### config.mk
export PLATFORM = sky130hd
export DESIGN_NAME = desc_ring_chan
export DESIGN_NICKNAME = d
export VERILOG_FILES = /design/src/rtl/desc_ring_chan.sv
export SDC_FILE = /design/constraint.sdc
export NUM_CORES = 1
export LEC_CHECK = 0
export ABC_CLOCK_PERIOD_IN_PS = 2650
export BUFFER_PORTS_ARGS = -buffer_cell sky130_fd_sc_hd__buf_2
export CAP_MARGIN = 30
export CORE_MARGIN = 2
export CORE_UTILIZATION = 55
export CTS_CLUSTER_DIAMETER = 30
export DETAILED_ROUTE_END_ITERATION = 7
export GPL_TIMING_DRIVEN = 0
export PLACE_DENSITY = 0.84
export SLEW_MARGIN = 25
export SYNTH_ARGS = -nofsm -noshare
export SYNTH_HDL_FRONTEND = slang
export SYNTH_SLANG_ARGS = --single-unit
### constraint.sdc
create_clock -name clk -period 2.65 [get_ports clk]
set_input_delay 0.265 -clock clk [delete_from_list [all_inputs] [get_ports clk]]
set_output_delay 0.265 -clock clk [all_outputs]
set_load 0.02 [all_outputs]
### src/rtl/desc_ring_chan.sv
module desc_ring_chan #(
  parameter int AW = 32,
  parameter int IW = 5,
  parameter int CW = 16
) (
  input  logic          clk,
  input  logic          rst_n,
  input  logic          reg_wr,
  input  logic [2:0]    reg_addr,
  input  logic [31:0]   reg_wdata,
  output logic [31:0]   reg_rdata,
  output logic          mem_req,
  output logic [AW-1:0] mem_addr,
  input  logic          mem_rvalid,
  input  logic [31:0]   mem_rdata,
  output logic          smp_valid,
  input  logic          smp_ready,
  output logic [AW-1:0] smp_addr,
  input  logic          fifo_err,
  output logic          irq
);
  localparam logic [2:0] A_BASE = 3'd0, A_IDX = 3'd1, A_STAT = 3'd2, A_CTRL = 3'd3, A_CNT = 3'd4;
  localparam int PADW = 8 - IW;

  typedef enum logic [1:0] {S_IDLE, S_F0, S_F1, S_XF} st_t;

  st_t           st_q, n_st;
  logic [AW-1:0] base_q, n_base, buf_q, n_buf;
  logic [IW-1:0] cur_q, n_cur, last_q, n_last, pre_q, n_pre;
  logic [CW-1:0] cnt_q, n_cnt;
  logic [4:0]    ctrl_q, n_ctrl;
  logic [2:0]    ist_q, n_ist, iset, iclr, ien;
  logic          halt_q, n_halt, celv_q, n_celv, ioc_q, n_ioc, irq_q, n_irq, adv;

  logic unused_bits;
  assign unused_bits = ^mem_rdata[1:0];

  assign mem_req   = (st_q == S_F0) || (st_q == S_F1);
  assign mem_addr  = base_q + AW'({cur_q, 3'b000}) + ((st_q == S_F1) ? AW'(4) : AW'(0));
  assign smp_valid = (st_q == S_XF) && (cnt_q != '0) && !reg_wr;
  assign smp_addr  = buf_q;
  assign irq       = irq_q;
  assign ien       = {ctrl_q[3], ctrl_q[4], ctrl_q[2]};

  always_comb begin
    case (reg_addr)
      A_BASE:  reg_rdata = 32'(base_q);
      A_IDX:   reg_rdata = {8'h00, {PADW{1'b0}}, pre_q, {PADW{1'b0}}, last_q, {PADW{1'b0}}, cur_q};
      A_STAT:  reg_rdata = {27'd0, ist_q, celv_q, halt_q};
      A_CTRL:  reg_rdata = {27'd0, ctrl_q};
      A_CNT:   reg_rdata = 32'(cnt_q);
      default: reg_rdata = '0;
    endcase
  end

  always_comb begin
    n_st = st_q; n_base = base_q; n_buf = buf_q; n_cur = cur_q; n_last = last_q;
    n_pre = pre_q; n_cnt = cnt_q; n_ctrl = ctrl_q; n_halt = halt_q; n_celv = celv_q;
    n_ioc = ioc_q; iset = '0; iclr = '0; adv = 1'b0;
    if (reg_wr) begin
      case (reg_addr)
        A_BASE: n_base = {reg_wdata[AW-1:2], 2'b00};
        A_IDX: begin
          if (ctrl_q[0] && halt_q) begin
            n_halt = 1'b0; n_celv = 1'b0; adv = 1'b1;
          end
          n_last = reg_wdata[IW-1:0];
        end
        A_STAT: iclr = reg_wdata[4:2];
        A_CTRL: begin
          if (reg_wdata[1]) begin
            n_base = '0; n_cur = '0; n_last = '0; n_pre = '0; n_cnt = '0;
            n_halt = 1'b1; n_celv = 1'b0; iclr = '1; n_st = S_IDLE;
            n_ctrl = ctrl_q & 5'b11100;
          end else begin
            n_ctrl = reg_wdata[4:0];
            if (!reg_wdata[0]) begin
              n_halt = 1'b1; n_st = S_IDLE;
            end else begin
              n_halt = 1'b0; adv = 1'b1;
            end
          end
        end
        default: ;
      endcase
    end else begin
      case (st_q)
        S_F0: if (mem_rvalid) begin
          n_buf = {mem_rdata[AW-1:2], 2'b00};
          n_st = S_F1;
        end
        S_F1: if (mem_rvalid) begin
          n_ioc = mem_rdata[31];
          n_cnt = mem_rdata[CW-1:0];
          if (mem_rdata[CW-1:0] == '0) begin
            if (cur_q == last_q) begin
              n_halt = 1'b1; n_st = S_IDLE;
            end else begin
              n_celv = 1'b0; adv = 1'b1;
            end
          end else n_st = S_XF;
        end
        S_XF: if (cnt_q == '0) begin
          n_celv = 1'b0;
          iset[1] = ioc_q;
          if (cur_q == last_q) begin
            iset[0] = 1'b1; n_halt = 1'b1; n_celv = 1'b1; n_st = S_IDLE;
          end else adv = 1'b1;
        end else if (smp_ready) begin
          n_cnt = cnt_q - CW'(1);
          n_buf = buf_q + AW'(2);
        end
        default: ;
      endcase
    end
    if (adv) begin
      n_cur = pre_q; n_pre = pre_q + IW'(1); n_st = S_F0;
    end
    n_ist = (ist_q & ~iclr) | iset | {fifo_err, 2'b00};
    n_irq = irq_q;
    if (n_ist != ist_q) begin
      if (n_ist == '0) n_irq = 1'b0;
      else if (|(n_ist & ien)) n_irq = 1'b1;
    end
  end

  always_ff @(posedge clk or negedge rst_n) begin
    if (!rst_n) begin
      st_q <= S_IDLE; base_q <= '0; buf_q <= '0; cur_q <= '0; last_q <= '0;
      pre_q <= '0; cnt_q <= '0; ctrl_q <= '0; halt_q <= 1'b1; celv_q <= 1'b0;
      ioc_q <= 1'b0; ist_q <= '0; irq_q <= 1'b0;
    end else begin
      st_q <= n_st; base_q <= n_base; buf_q <= n_buf; cur_q <= n_cur; last_q <= n_last;
      pre_q <= n_pre; cnt_q <= n_cnt; ctrl_q <= n_ctrl; halt_q <= n_halt; celv_q <= n_celv;
      ioc_q <= n_ioc; ist_q <= n_ist; irq_q <= n_irq;
    end
  end


  halt_noreq_chk: assert property (@(posedge clk) disable iff (!rst_n) mem_req |-> !halt_q);

  halt_nosmp_chk: assert property (@(posedge clk) disable iff (!rst_n) halt_q |-> !smp_valid);

  cnt_step_chk: assert property (@(posedge clk) disable iff (!rst_n)
    (smp_valid && smp_ready) |=> (cnt_q == $past(cnt_q) - CW'(1)));

  even_addr_chk: assert property (@(posedge clk) disable iff (!rst_n) smp_valid |-> !smp_addr[0]);

  celv_halt_chk: assert property (@(posedge clk) disable iff (!rst_n) $rose(celv_q) |-> halt_q);

  irq_cause_chk: assert property (@(posedge clk) disable iff (!rst_n) $rose(irq) |-> (ist_q != '0));

  irq_drop_chk: assert property (@(posedge clk) disable iff (!rst_n) (ist_q == '0) |-> !irq);
endmodule

* After elaboration in Yosys (flattened, before gate mapping)
Index checks and enable logic that the tools add are counted. W data, S select, Z words.
Storage, ports and cells: bits in registers 109, bits in latches 0, RAM bits 0, bits in read-only memories 0, input bits 73, output and inout port bits 99, logic and storage cells 157, memories 0
Operators by class: add/sub/neg operators 5, multiply operators 0, div/mod/pow operators 0, order comparisons 0, equality and inequality tests 29, shifts and indexed selects 0, multiplexer cells 70, bitwise operators 7, reductions and logical operators 32
Operators by type and width (number):
- $pmux W32 S5 | 1
- $mux W32 | 4
- $pmux W32 S2 | 2
- $mux W16 | 6
- $add A32 B2 Y32 const B | 1
- $add A32 B3 Y32 | 1
- $add A32 B8 Y32 | 1
- $logic_not A16 Y1 | 2
- $pmux W16 S2 | 1
- $mux W1 | 26
- $mux W2 | 13
- $mux W5 | 5
- $ne A3 B3 Y1 const B | 6
- $reduce_and A6 Y1 | 3
- $reduce_bool A16 Y1 | 1
- $sub A16 B1 Y16 const B | 1
- $reduce_and A3 Y1 | 5
- $reduce_bool A2 Y1 | 7
- $pmux W1 S2 | 6
- $pmux W5 S2 | 1
- $mux W3 | 3
- $ne A2 B2 Y1 const B | 4
- $ne A4 B4 Y1 const B | 2
- $reduce_and A8 Y1 | 1
- other kinds (29) | 40

* Logic depth before layout (Yosys ltp)
word-level depth 11, gate-level depth with buffers 11, mapped depth without buffers 11

* Worst setup path before layout
No wires, ideal clock.
kind register to output, start register st_q[0], end output port mem_addr[16], data arrival time 2.450 ns, required time 2.385 ns, setup slack -0.065 ns, stages on the path, launching flop included 12, path buffers 0, cells stage by stage dfrtp_1 inv_1 ha_1 ha_1 inv_1 fa_1 nor2b_1 o21ai_0 a21boi_0 o31a_1 nand4_1 xnor2_1
Between the ends: longest elaborated chain between the ends 3
Ends and longest elaborated chain:
- start: declaration | RTL line 27 | st_t st_q, n_st;
- start signal: assignment | RTL line 133 | st_q <= n_st; base_q <= n_base; buf_q <= n_buf; cur_q <= n_cur; last_q <= n_last;
- $eq A2 B2 Y1 | RTL line 39 | assign mem_addr = base_q + AW'({cur_q, 3'b000}) + ((st_q == S_F1) ? AW'(4) : AW'(0));
- $mux W3 | RTL line 39
- $add A32 B3 Y32 | RTL line 39
- end: declaration | RTL line 13 | output logic [AW-1:0] mem_addr,
No other way between the ends.

* Worst setup path in the final report
start register st_q[0], end output port mem_addr[10]
Same word-level chain as after synthesis.

==> implementation parameters <==
Parameter                              Value

Logic synthesis
  Share of flip-flops with an asynchronous set or reset    100%
  Avg Inst Size Synth    8.67 µm²
  Netlist area before placement    7030 µm²
  Register bit total from synthesis    105
  Top FF cell, synth    dfrtp_1
  Number of standard cells after synthesis    811
  Unique cell type count in the Yosys netlist    80
  Post-synth top area cell    dfrtp_1
  Number of synthesized flops with an enable pin    0
  Area share of the largest cell type after synthesis    37.0%
  Commonest cells in the netlist    dfrtp_1, nand2_1, nor2_1
  Warnings from Yosys    0
  Sequential fraction of the synthesis area    37.4%
  Most repeated cell in the gate-level netlist after synthesis    dfrtp_1
  Leading cell types by total area after synthesis    dfrtp_1, mux2i_1, o21ai_0, a22o_1, a21oi_1

Final layout
  Count of filler cells inserted in the layout    974
  Util after Layout    71.3%
  Diode count    0
  Layout overhead on the synthesized area    27.5%
  Fraction of final layout cells sized beyond drive strength 1    28.6%
  Final standard cell area without fillers    8960 µm²
  Final net count    1099
  Final Non-Filler Cells    1189

GRT
  Number of global-route vias before repair    6605
  Antenna violations before repair    0
  Remaining Overflow, GRT    0
  First-pass GRT wire length    33900 µm
  Pin count of the biggest net entering global routing    57
  Overall routing resource usage    32.0%

Timing
  Setup repair after global routing missed its margin    yes
  Setup Viol. Count Final    23
  Period Utilization, post-route    115%
  Count of pins over their slew limit    0
  Slew of the pin with the lowest slew margin    0.703 ns
  Worst Clk Skew    0.00723 ns
  Fin crit period    3.06 ns
  Worst-case setup margin in the final layout    -0.406 ns
  Slew HR    52.8%
  Highest attainable clock frequency    327 MHz
  Post-Route Setup TNS    -5.13 ns
  Fin. Hold Viols    0
  Worst hold-check slack    0.121 ns

Clock network
  Maximum number of buffers from clock root to sink    2
  Clock buffer count from CTS    9
  CTS tree    built
  Clock H-tree levels    3
  Clk_lat worst skew    0.35 ns
  Buffer type at the clock tree root    clkbuf_16
  Clock transition at the register clock pins on the worst setup and hold paths after CTS    0.07 ns
  # clock sinks    105

Worst setup path
  Worst Setup Start Kind    register
  Largest incremental delay on the critical path    0.40 ns
  Slowest CP cell    dfrtp_1
  Startpoint-to-endpoint class of the critical path    reg2out
  Max Fanout on Critical Path    3
  Required time of the worst setup path    2.38 ns
  Worst setup EP type    output pin
  List of cells traversed by the critical path    inv_2 -> ha_4 -> ha_4 -> inv_2 -> fa_2 -> nor2b_2 -> o21ai_2 -> a21boi_2 -> buf_4 -> o21ai_4 -> a21oi_2 -> xor2_2 -> buf_6
  Critical Path AT    2.79 ns

Run status
  Failing checks    negative setup slack
  Result of the run    complete, but fails checks

Job
  Max-cap violations    0

Power and ir drop
  Power per cell area    845 nW/µm²
  Max rail drop VDD    0.490 mV
  Static Leak    4.15 nW

Place
  Half-perimeter wire length after placement    16100 µm
  Port buffer count    164
  Inst Count DP    1151
  Instance area after placement    8130 µm²
  Final weighted congestion in routability-driven placement    0.964

Floorplanning
  Die area    13700 µm²
  Effective utilization at floorplan    55.9%
  Number of top-level pins    172
  Die H    117 µm
  Area of the core region    12600 µm²
  Floorplan row count    41
  Die Span X    117 µm

Detailed routing
  Total iterations of the first detailed-routing run    6
  First DRT Iteration DRCs    1002
  DR vias    7568
  Drt drc    0
  Number of nets still failing antenna checks after routing    0
  Sum of routed wire length over all layers    23000 µm
  Average wire per standard cell    19.4 µm
  Ratio of routed vias to standard cells    6.37

Hold path
  Class of the tightest hold or removal check    in2reg
critical path: cells and delay by family, from the launching register on:
kind            cells  cell delay (ns)
fa+ha+maj           3             0.68
compound gates      4             0.53
buf+inv             4             0.43
flops               1             0.40
xor+xnor            1             0.23
simple gates        1             0.16
final timing paths:
check	cells past startpoint	start	end	slack, ns
setup / recovery	13	st_q[0]	mem_addr[10]	-0.41
min in group asynchronous	2	rst_n	pre_q[0]	0.43
hold reg to reg	1	ioc_q	ioc_q	0.51
hold / removal	2	reg_wdata[20]	base_q[20]	0.12
max in group asynchronous	3	rst_n	base_q[23]	1.58
setup reg to reg	7	cnt_q[10]	cnt_q[0]	0.13
sequential cells by signal, summed over array words and instances (netlist names):
| signal | cells |
|---|---|
| base_q | 30 |
| celv_q | 1 |
| cnt_q | 16 |
| ctrl_q | 4 |
| cur_q | 5 |
| halt_q | 1 |
| ioc_q | 1 |
| irq | 1 |
| ist_q | 3 |
| last_q | 5 |
| pre_q | 5 |
| smp_addr | 31 |
| st_q | 2 |
per-stage QoR:
step                      total power, W  setup WS, ns
after floorplan                  0.00482        0.0377
after global placement           0.00581        -0.339
after detailed placement         0.00589        -0.372
after CTS                        0.00741        -0.368
after global routing             0.00800        -0.445
final                            0.00757        -0.406
logic make-up after synthesis:
logic type	count (synthesis)	share of synthesized area, %
AOI/OAI and AO/OA	250	23.4
xor gates and xnor gates	32	3.99
adders and majority gates	14	2.60
buffers and inverters	71	4.45
DFF	105	37.4
muxes	44	6.55
other	1	0.0533
and+or+nand+nor	294	21.6
layout by cell type (no fill, tap or decap), drive strengths merged, types with 23 or more instances in the layout:
cell type	n
o22ai	24
xnor2	23
nand3	39
nor2	70
a21oi	58
nand2	73
a22o	35
dfrtp	104
clkbuf	40
o21ai	64
buf	206
mux2i	37
per-layer routing:
metal  global-route usage [%]  up-vias  share of wire, %
met1                     43.5     3611                40
met5                        0        -                 0
met4                     12.9        0               2.9
met3                     5.15       64               9.3
met2                     51.4      481                48
li1                         -     3412                 -
cell type report:
type                            count  area, µm²  share of cell area, %
Clock inverter                      4       51.3                  0.573
Buffer                             45        219                   2.44
Tap cell                          172        215                   2.40
Sequential cell                   105       2630                   29.4
Clock buffer                       12        256                   2.86
Multi-Input combinational cell    637       4340                   48.4
Inverter                           24       93.8                   1.05
Timing Repair Buffer              190       1160                   12.9
repair_timing:
item                       in CTS  in global routing
gates resized for setup        46                 56
buffers inserted               18                  8
hold buffers                    1                  0
setup endpoints to repair      53                 60
pin swaps                      23                 25
hold endpoints to repair       48                  0
report_power, final:
part	switching [W]	internal (W)
sequential	0.000735	0.00209
combinational	0.00198	0.00137
clock	0.000606	0.000785
No activity file was read; power rests on OpenSTA's default activity.
